### src/rtl/hps_pkg.sv
package hps_pkg;

  typedef enum logic [2:0] {
    ST_IDLE,
    ST_DECIDE,
    ST_STEP,
    ST_WAIT,
    ST_SETTLE,
    ST_FINISH
  } hps_state_e;

  typedef enum logic [2:0] {
    OP_RESTORE,
    OP_SEEK,
    OP_STEP,
    OP_STEP_IN,
    OP_STEP_OUT,
    OP_NONE
  } hps_op_e;

  typedef struct packed {
    hps_op_e    op;
    logic       upd;
    logic       verify;
    logic [1:0] rate;
  } hps_cmd_t;

  // Step interval in ticks for a rate code; fast selects the alternate table.
  function automatic logic [7:0] step_interval_ms(input logic [1:0] code, input logic fast);
    logic [7:0] r;
    case (code)
      2'd0:    r = 8'd6;
      2'd1:    r = 8'd12;
      2'd2:    r = fast ? 8'd2 : 8'd20;
      default: r = fast ? 8'd3 : 8'd30;
    endcase
    return r;
  endfunction

  function automatic hps_cmd_t decode_cmd(input logic [7:0] b);
    hps_cmd_t c;
    c.upd    = b[4];
    c.verify = b[2];
    c.rate   = b[1:0];
    if (b[7]) begin
      c.op = OP_NONE;
    end else begin
      case (b[6:5])
        2'b00:   c.op = b[4] ? OP_SEEK : OP_RESTORE;
        2'b01:   c.op = OP_STEP;
        2'b10:   c.op = OP_STEP_IN;
        default: c.op = OP_STEP_OUT;
      endcase
    end
    return c;
  endfunction

  // Track value after one step in direction dir (1 = inward).
  function automatic logic [7:0] track_next(input logic [7:0] t, input logic dir);
    return dir ? t + 8'd1 : t - 8'd1;
  endfunction

endpackage

### src/rtl/hps_decode.sv
module hps_decode
  import hps_pkg::*;
(
  input  logic [7:0] cmd_byte,
  output hps_cmd_t   cmd_o,
  output logic       op_valid
);

  assign cmd_o    = decode_cmd(cmd_byte);
  assign op_valid = (cmd_o.op != OP_NONE);

endmodule

### src/rtl/hps_tick_timer.sv
module hps_tick_timer #(
  parameter int W = 8
) (
  input  logic         clk,
  input  logic         rst_n,
  input  logic         run,
  input  logic         tick,
  input  logic [W-1:0] limit,
  output logic         expire
);

  logic [W-1:0] cnt_q;

  assign expire = run && tick && (cnt_q == limit - W'(1));

  always_ff @(posedge clk) begin
    if (!rst_n) begin
      cnt_q <= '0;
    end else if (!run || expire) begin
      cnt_q <= '0;
    end else if (tick) begin
      cnt_q <= cnt_q + W'(1);
    end
  end

endmodule

### src/rtl/hps_track_unit.sv
module hps_track_unit
  import hps_pkg::*;
(
  input  logic       clk,
  input  logic       rst_n,
  input  logic       host_wr,
  input  logic [7:0] host_data,
  input  logic       zero_load,
  input  logic       step_upd,
  input  logic       dir_load,
  input  logic       dir_val,
  output logic [7:0] track_o,
  output logic       dir_o
);

  always_ff @(posedge clk) begin
    if (!rst_n) begin
      track_o <= '0;
    end else if (zero_load) begin
      track_o <= '0;
    end else if (step_upd) begin
      track_o <= track_next(track_o, dir_o);
    end else if (host_wr) begin
      track_o <= host_data;
    end
  end

  always_ff @(posedge clk) begin
    if (!rst_n) begin
      dir_o <= 1'b1;
    end else if (dir_load) begin
      dir_o <= dir_val;
    end
  end

endmodule

### src/rtl/head_pos_seq.sv
module head_pos_seq
  import hps_pkg::*;
#(
  parameter bit FAST_RATES    = 1'b0,
  parameter int SETTLE_MS     = 30,
  parameter int RESTORE_LIMIT = 255,
  parameter int TIMER_W       = 8
) (
  input  logic       clk,
  input  logic       rst_n,
  input  logic       cmd_valid,
  input  logic [7:0] cmd_byte,
  input  logic [7:0] data_reg,
  input  logic       track_wr,
  input  logic [7:0] track_wdata,
  input  logic       trk0_i,
  input  logic       tick_1ms,
  output logic       step_o,
  output logic       dir_o,
  output logic [7:0] track_o,
  output logic       busy_o,
  output logic       done_o,
  output logic       not_trk0_o,
  output logic       seek_err_o
);

  localparam int CNT_W = $clog2(RESTORE_LIMIT + 1);
  localparam logic [CNT_W-1:0]   LIMIT_C  = CNT_W'(RESTORE_LIMIT);
  localparam logic [TIMER_W-1:0] SETTLE_L = TIMER_W'(SETTLE_MS);

  hps_state_e       state_q, state_d;
  hps_cmd_t         cmd_q, cmd_dec;
  logic [7:0]       target_q;
  logic             moved_q;
  logic [CNT_W-1:0] rcnt_q;
  logic             op_valid;

  // Named internal events
  logic ev_accept;
  logic ev_expire;
  logic ev_zero_load;
  logic ev_track_upd;
  logic ev_err_set;
  logic dir_load;
  logic dir_val;
  logic timer_run;
  logic host_wr_ok;
  logic [TIMER_W-1:0] timer_limit;
  hps_state_e post_state;

  hps_decode u_decode (
    .cmd_byte (cmd_byte),
    .cmd_o    (cmd_dec),
    .op_valid (op_valid)
  );

  assign ev_accept  = (state_q == ST_IDLE) && cmd_valid && op_valid;
  assign host_wr_ok = track_wr && (state_q == ST_IDLE);
  assign timer_run  = (state_q == ST_WAIT) || (state_q == ST_SETTLE);
  assign timer_limit = (state_q == ST_SETTLE) ? SETTLE_L
                       : TIMER_W'(step_interval_ms(cmd_q.rate, FAST_RATES));
  assign post_state = cmd_q.verify ? ST_SETTLE : ST_FINISH;

  hps_tick_timer #(.W(TIMER_W)) u_timer (
    .clk    (clk),
    .rst_n  (rst_n),
    .run    (timer_run),
    .tick   (tick_1ms),
    .limit  (timer_limit),
    .expire (ev_expire)
  );

  assign ev_track_upd = (state_q == ST_STEP) &&
                        ((cmd_q.op == OP_SEEK) ||
                         (cmd_q.upd && (cmd_q.op == OP_STEP ||
                                        cmd_q.op == OP_STEP_IN ||
                                        cmd_q.op == OP_STEP_OUT)));

  hps_track_unit u_track (
    .clk       (clk),
    .rst_n     (rst_n),
    .host_wr   (host_wr_ok),
    .host_data (track_wdata),
    .zero_load (ev_zero_load),
    .step_upd  (ev_track_upd),
    .dir_load  (dir_load),
    .dir_val   (dir_val),
    .track_o   (track_o),
    .dir_o     (dir_o)
  );

  always_comb begin
    state_d      = state_q;
    dir_load     = 1'b0;
    dir_val      = dir_o;
    ev_zero_load = 1'b0;
    ev_err_set   = 1'b0;
    case (state_q)
      ST_IDLE: begin
        if (ev_accept) state_d = ST_DECIDE;
      end
      ST_DECIDE: begin
        case (cmd_q.op)
          OP_RESTORE: begin
            if (trk0_i) begin
              ev_zero_load = 1'b1;
              state_d      = post_state;
            end else if (rcnt_q == LIMIT_C) begin
              ev_err_set = 1'b1;
              state_d    = ST_FINISH;
            end else begin
              dir_load = 1'b1;
              dir_val  = 1'b0;
              state_d  = ST_STEP;
            end
          end
          OP_SEEK: begin
            if (track_o == target_q) begin
              state_d = post_state;
            end else begin
              dir_load = 1'b1;
              dir_val  = (target_q > track_o);
              state_d  = ST_STEP;
            end
          end
          default: begin
            if (moved_q) begin
              state_d = post_state;
            end else begin
              state_d = ST_STEP;
              if (cmd_q.op == OP_STEP_IN) begin
                dir_load = 1'b1;
                dir_val  = 1'b1;
              end else if (cmd_q.op == OP_STEP_OUT) begin
                dir_load = 1'b1;
                dir_val  = 1'b0;
              end
            end
          end
        endcase
      end
      ST_STEP:   state_d = ST_WAIT;
      ST_WAIT:   if (ev_expire) state_d = ST_DECIDE;
      ST_SETTLE: if (ev_expire) state_d = ST_FINISH;
      ST_FINISH: state_d = ST_IDLE;
      default:   state_d = ST_IDLE;
    endcase
  end

  always_ff @(posedge clk) begin
    if (!rst_n) begin
      state_q    <= ST_IDLE;
      cmd_q      <= '{op: OP_NONE, upd: 1'b0, verify: 1'b0, rate: 2'b00};
      target_q   <= '0;
      moved_q    <= 1'b0;
      rcnt_q     <= '0;
      seek_err_o <= 1'b0;
      not_trk0_o <= 1'b0;
    end else begin
      state_q    <= state_d;
      not_trk0_o <= !trk0_i;
      if (ev_accept) begin
        cmd_q      <= cmd_dec;
        target_q   <= data_reg;
        moved_q    <= 1'b0;
        rcnt_q     <= '0;
        seek_err_o <= 1'b0;
      end else begin
        if (state_q == ST_STEP) begin
          moved_q <= 1'b1;
          rcnt_q  <= rcnt_q + CNT_W'(1);
        end
        if (ev_err_set) seek_err_o <= 1'b1;
      end
    end
  end

  assign step_o = (state_q == ST_STEP);
  assign busy_o = (state_q != ST_IDLE);
  assign done_o = (state_q == ST_FINISH);

endmodule

### config.mk
export PLATFORM = sky130hd
export DESIGN_NAME = head_pos_seq
export DESIGN_NICKNAME = d
export VERILOG_FILES = /design/src/rtl/hps_pkg.sv /design/src/rtl/hps_decode.sv /design/src/rtl/hps_tick_timer.sv /design/src/rtl/hps_track_unit.sv /design/src/rtl/head_pos_seq.sv
export SDC_FILE = /design/constraint.sdc
export NUM_CORES = 1
export LEC_CHECK = 0
export BUFFER_PORTS_ARGS = -buffer_cell sky130_fd_sc_hd__buf_2
export CORE_UTILIZATION = 36
export CTS_CLUSTER_DIAMETER = 50
export DETAILED_ROUTE_END_ITERATION = 10
export GPL_TIMING_DRIVEN = 0
export HOLD_SLACK_MARGIN = 0.12
export PLACE_DENSITY = 0.53
export SYNTH_ARGS = -nofsm -noshare
export SYNTH_HDL_FRONTEND = slang
export SYNTH_SLANG_ARGS = --single-unit
### constraint.sdc
create_clock -name clk -period 2.1 [get_ports clk]
set_input_delay 0 -clock clk [delete_from_list [all_inputs] [get_ports clk]]
set_output_delay 0 -clock clk [all_outputs]
set_load 0.01 [all_outputs]
### Word level (Yosys, flattened, before mapping)

Cells that the tools add are included.

* register bits: 46

* add/subtract/negate cells: 5
* order comparisons: 1
* eq/ne operators: 24
* muxes and demuxes: 40
* bitwise logic cells: 1
* reductions and logical operators: 26

Operators with widths (count)
* 8-bit two-way mux: 4
* 8-bit by 1-bit adder with 8-bit output, second input constant: 3
* 3-bit two-way mux: 8
* 1-bit two-way mux: 22
* 8-bit == test: 2
* 8-bit by 1-bit subtractor with 8-bit output, second input constant: 2
* 3-bit case mux with 5 select lines: 1
* 5-bit case mux with 3 select lines: 1
* 3-bit by 2-bit == test with 1-bit output, second input constant: 4
* 3-bit == test, second input constant: 3
* 3-bit case mux with 3 select lines: 1
* 8-bit == test, second input constant: 1
* 8-bit greater-than comparator: 1
* 2-bit inequality test, second input constant: 4
* 1-bit logical AND: 7
* 7-bit AND reduction: 1
* 3-bit by 1-bit == test with 1-bit output, second input constant: 2
* 3-bit logical NOT: 2
* 3-bit case mux with 2 select lines: 1
* 2-bit OR reduction: 3
* 1-bit logical OR: 5
* 2-bit by 1-bit == test with 1-bit output, second input constant: 2
* 2-bit == test, second input constant: 2
* 2-bit logical NOT: 2
* 10 further kinds: 13

### Logic depth before layout (Yosys ltp)

* word-level depth: 8
* mapped depth: 10

### Cells and area by module

Synthesis repeated with hierarchy kept, for this count alone.

* cell total of the unflattened synthesis: 360
* area total of the unflattened synthesis: 2981.6 um2

By module, submodules not included
* head_pos_seq: times used 1, cells each 202, area an instance 1606.5 um2
* hps_track_unit: times used 1, cells each 76, area an instance 658.1 um2
* hps_tick_timer: times used 1, cells each 67, area an instance 605.6 um2
* hps_decode: times used 1, cells each 15, area an instance 111.4 um2

### Worst setup path after synthesis

No wires, ideal clock.

* kind: flip-flop to flip-flop
* from: register cmd_q[0] in the netlist's numbering
* to: register state_q[0]
* setup time: 0.058 ns
* arrival time: 1.987 ns
* required time: 2.042 ns
* setup slack: 0.055 ns
* stages on the path, launching flop included: 9
* path buffers: 0
* clock period less this slack: 2.045 ns
* cells stage by stage: dfxtp_1 -> inv_1 -> ha_1 -> nor2_1 -> a31oi_1 -> or3_1 -> a211o_1 -> nor4_2 -> o21a_1

* longest elaborated chain between the ends: 8
* elaborated cells between the ends (all ways): 11

RTL lines
* from (decl): RTL line head_pos_seq.sv:32 `hps_cmd_t cmd_q, cmd_dec;`
* from (signal assigned): RTL line head_pos_seq.sv:153 `cmd_q <= '{op: OP_NONE, upd: 1'b0, verify: 1'b0, rate: 2'b00};`
* from (signal assigned): RTL line head_pos_seq.sv:163 `cmd_q <= cmd_dec;`
* 2-bit == test (tied with other cells): RTL line hps_pkg.sv:31 `case (code)`
* 5-bit case mux with 3 select lines *: RTL line hps_pkg.sv:31
* 8-bit two-way mux *: RTL line head_pos_seq.sv:60 `assign timer_limit = (state_q == ST_SETTLE) ? SETTLE_L`
* 8-bit by 1-bit subtractor with 8-bit output *: RTL line hps_tick_timer.sv:14 `assign expire = run && tick && (cnt_q == limit - W'(1));`
* 8-bit == test *: RTL line hps_tick_timer.sv:14
* 1-bit logical AND *: RTL line hps_tick_timer.sv:14
* 2-bit by 1-bit inequality test with 1-bit output (no line)
* 3-bit AND reduction (no line) *
* to (signal assigned): RTL line head_pos_seq.sv:160 `state_q <= state_d;`
* to (decl): RTL line head_pos_seq.sv:31 `hps_state_e state_q, state_d;`

Every way passes the cells marked *; elsewhere a longest branch is shown, timed or not.
A chain may end at the register's enable or synchronous reset.

### Final worst setup path

* from: register state_q[2]
* to: register state_q[0]

* longest elaborated chain between the ends: 7
* elaborated cells between the ends (all ways): 18

RTL lines (RTL line)
* 3-bit == test: head_pos_seq.sv:59, head_pos_seq.sv:60, head_pos_seq.sv:98
* 8-bit two-way mux: head_pos_seq.sv:60
* 8-bit by 1-bit subtractor with 8-bit output: hps_tick_timer.sv:14
* 8-bit == test: hps_tick_timer.sv:14
* 1-bit logical AND: hps_tick_timer.sv:14
* 2-bit by 1-bit inequality test with 1-bit output (no line)
* 3-bit AND reduction (no line)

Parallel ways exist; a longest one is shown, timed or not.

==> reports/summary.txt <==
Status -> finished, final reports clean
Worst Tran Pin Value -> 700 ps
Post-synth top cells -> dfxtp_1 (46), nor2_1 (37), a21oi_1 (25), ha_1 (21), inv_1 (21)
Post-route cell area -> 3540 µm²
Yosys warning count -> 0
Footprint of the multi-input gates -> 1750 µm²
EDFF count, synth -> 0
Min-delay worst type -> input pin to flop
Sequential share of power -> 39.2%
Die Wd -> 89.4 µm
Worst-Skew Late Latency -> 300 ps
Switching share of power -> 35.2%
Drc violations -> 0
Longest Clk Path Bufs -> 2
Yosys cell types -> 50
Period minus WS final -> 1980 ps
Max-cap viol count -> 0
Worst Setup Path Type -> flop to flop
P per Cell Area -> 811 nW/µm²
Detail Route Antenna Nets -> 0
Final hold vios -> 0
# nets final -> 459
Post-Synthesis Cells -> 331
Top-area cell type share of the netlist area -> 33.5%
Final core utilization -> 48.3%
I/O pin count -> 44
Post-Syn Area per Cell -> 8.31 µm²
CP Capture Type -> flop
Slew headroom -> 53.0%
Logic pwr share -> 38.0%
Cell Area, Synth -> 2750 µm²
# setup viols final -> 0
NetSw -> 1.01 mW
CORE AREA -> 7330 µm²
Top FF cell, synth -> dfxtp_1
Syn Nets -> 383
Register area -> 945 µm²
Placer Congestion -> 0.827
Asr flop ratio synth -> 0%
FF-to-FF path depth -> 7
Ratio of cells with drive above 1 in the final layout -> 19.9%
Core Rows -> 31
Synth area leaders -> dfxtp_1 (33%), ha_1 (9.5%), xor2_1 (5.4%)
Initial core utilization -> 37.5%
Overflow after GRT -> 0
Post-synthesis sequential area ratio -> 33.5%
Total iterations of the first detailed-routing run -> 4
Max H-tree Level -> 2
DIE HEIGHT -> 89.4 µm
Vias post-DR -> 2475
DRT iter0 DRCs -> 58
Seq cells post-synth -> 46
Fin crit share -> 94.1%
Area leader, netlist -> dfxtp_1
Area grow syn2layout -> 28.6%
Initial antenna violation count -> 0
Via density -> 4.88
Largest net degree at the start of global routing -> 14
Post-DP HPWL -> 4610 µm
Diodes inserted -> 0
Count leader, synth -> dfxtp_1
First-pass GRT wire length -> 10400 µm
Hold Crit Depth -> 3
CTS tree -> built
CTS root buf -> clkbuf_8
Worst VDD drop -> 0.362 mV
Placed Area -> 3090 µm²
Worst-path clk slew -> 90 ps
Port buffer count -> 42
Number of buffers created by CTS -> 5
Vias in the first global route -> 2235
PnR Total Power -> 2.87 mW
Lkg Pwr -> 1.46 nW
RSZ-0062 raised after global routing -> no
Arr. time, crit path -> 2170 ps
DR WL/cell -> 12.4 µm
Final WL -> 6300 µm
Total Routing Usage GR -> 17.0%
Clock Sinks -> 46
Crit-path max FO -> 9
Worst Setup Start Kind -> flop
Max Clock Skew -> 6.96 ps
Final slew viol count -> 0
Fmax -> 506 MHz
Clock power share -> 22.8%
Critical Path RT -> 2300 ps
Internal Power -> 1.86 mW
Final-layout fill cell count -> 730
DIE AREA -> 8000 µm²
## critical path, stage by stage, from the launching register on
cell and delay (ps):
dfxtp_2 400, or3b_2 440, buf_2 180, a21oi_1 140, a31oi_1 80, nor4bb_2 380, nor2_1 80, o21a_1 180
## final cells by class
type,count,area share [%]
clock inverters,1,0.849
plain buffers,9,1.13
clock buffers,7,2.16
repair buffers,71,13.9
flip-flops and latches,46,26.7
well taps,99,3.50
multi-input cells,253,49.5
inverters,21,2.30
## timing repair
action                                  4_1_cts  5_1_grt
setup buffers                                 3        1
endpoints found under the setup margin       36       37
hold buffers                                 25        0
cloned                                        0        0
gates resized for setup                       9       23
pin swaps                                     1        5
endpoints found under the hold margin        28        0
## cells by family after synthesis
| group | count (synthesis) | synth area share, % |
|---|---|---|
| buf+inv | 32 | 4.46 |
| simple gates | 123 | 23.5 |
| xor+xnor | 22 | 7.00 |
| compound gates | 72 | 16.2 |
| mux | 14 | 5.09 |
| flops | 46 | 33.5 |
| fa+ha+maj | 22 | 10.3 |
## power by group through the flow
| stage | Combinational [mW] | Clock, mW | Sequential [mW] |
|---|---|---|---|
| 6_report | 1.09 | 0.654 | 1.12 |
| 5_1_grt | 1.23 | 0.724 | 1.15 |
| 4_1_cts | 1.08 | 0.683 | 1.11 |
| 3_5_place_dp | 1.01 | 0 | 1.13 |
| 3_3_place_gp | 1.00 | 0 | 1.12 |
| 2_1_floorplan | 0.726 | 0 | 1.11 |
## sequential cells by signal (all words and copies together), names as in the netlist
name	count
u_track.track_o	8
u_timer.cnt_q	8
rcnt_q	8
target_q	8
state_q	3
not_trk0_o	1
cmd_q	7
seek_err_o	1
u_track.dir_o	1
moved_q	1
## stage by stage
stage | std cells | setup TNS (ps) | setup WS [ps] | hold slack (ps)
final | 507 | 0 | 124 | 186
after CTS | 507 | 0 | 3.23 | 202
after floorplan | 331 | 0 | 55.0 | 71.6
after global placement | 472 | -5230 | -228 | 221
after global routing | 507 | 0 | 10.2 | 209
after detailed placement | 472 | -6060 | -267 | 217
## path summary, 6_finish.rpt
kind	startpoint	to	slack (ps)
worst min register to register	seek_err_o	seek_err_o	450
worst max-delay path	state_q[2]	state_q[0]	120
worst max register to register	state_q[2]	state_q[0]	120
worst min-delay path	rst_n	u_timer.cnt_q[0]	190
## placed cells by master, fill, tap and decap left out, drive strengths merged, types with 2 or more instances in the layout
| cell type | Yosys | final |
|---|---|---|
| a211o | 3 | 3 |
| a211oi | 6 | 6 |
| a21o | 2 | 2 |
| a21oi | 25 | 25 |
| a22oi | 2 | 2 |
| a31oi | 4 | 4 |
| and2 | 4 | 4 |
| and3 | 2 | 2 |
| and4 | 2 | 2 |
| buf | 3 | 49 |
| clkbuf | 8 | 13 |
| dfxtp | 46 | 46 |
| dlygate4sd3 | 0 | 25 |
| ha | 21 | 21 |
| inv | 21 | 21 |
| mux2i | 14 | 14 |
| nand2 | 20 | 20 |
| nand2b | 8 | 8 |
| nand3 | 4 | 4 |
| nand3b | 2 | 2 |
| nand4 | 7 | 7 |
| nor2 | 37 | 37 |
| nor2b | 19 | 19 |
| nor3 | 4 | 4 |
| nor3b | 2 | 2 |
| nor4 | 2 | 2 |
| nor4bb | 2 | 2 |
| o211ai | 2 | 2 |
| o21a | 2 | 2 |
| o21ai | 15 | 15 |
| o21bai | 2 | 2 |
| o22ai | 2 | 2 |
| or2 | 2 | 2 |
| or3 | 4 | 4 |
| xnor2 | 5 | 5 |
| xor2 | 17 | 17 |
## metal layers
metal / track usage [%] / vias up / part of all wire [%]
met5: 0 / - / 0
met4: 4.04 / 0 / 0.98
met3: 3.42 / 6 / 4.5
met2: 26.9 / 42 / 44
met1: 23.8 / 1116 / 51
li1: - / 1311 / -
No activity file was read; power rests on OpenSTA's default activity.
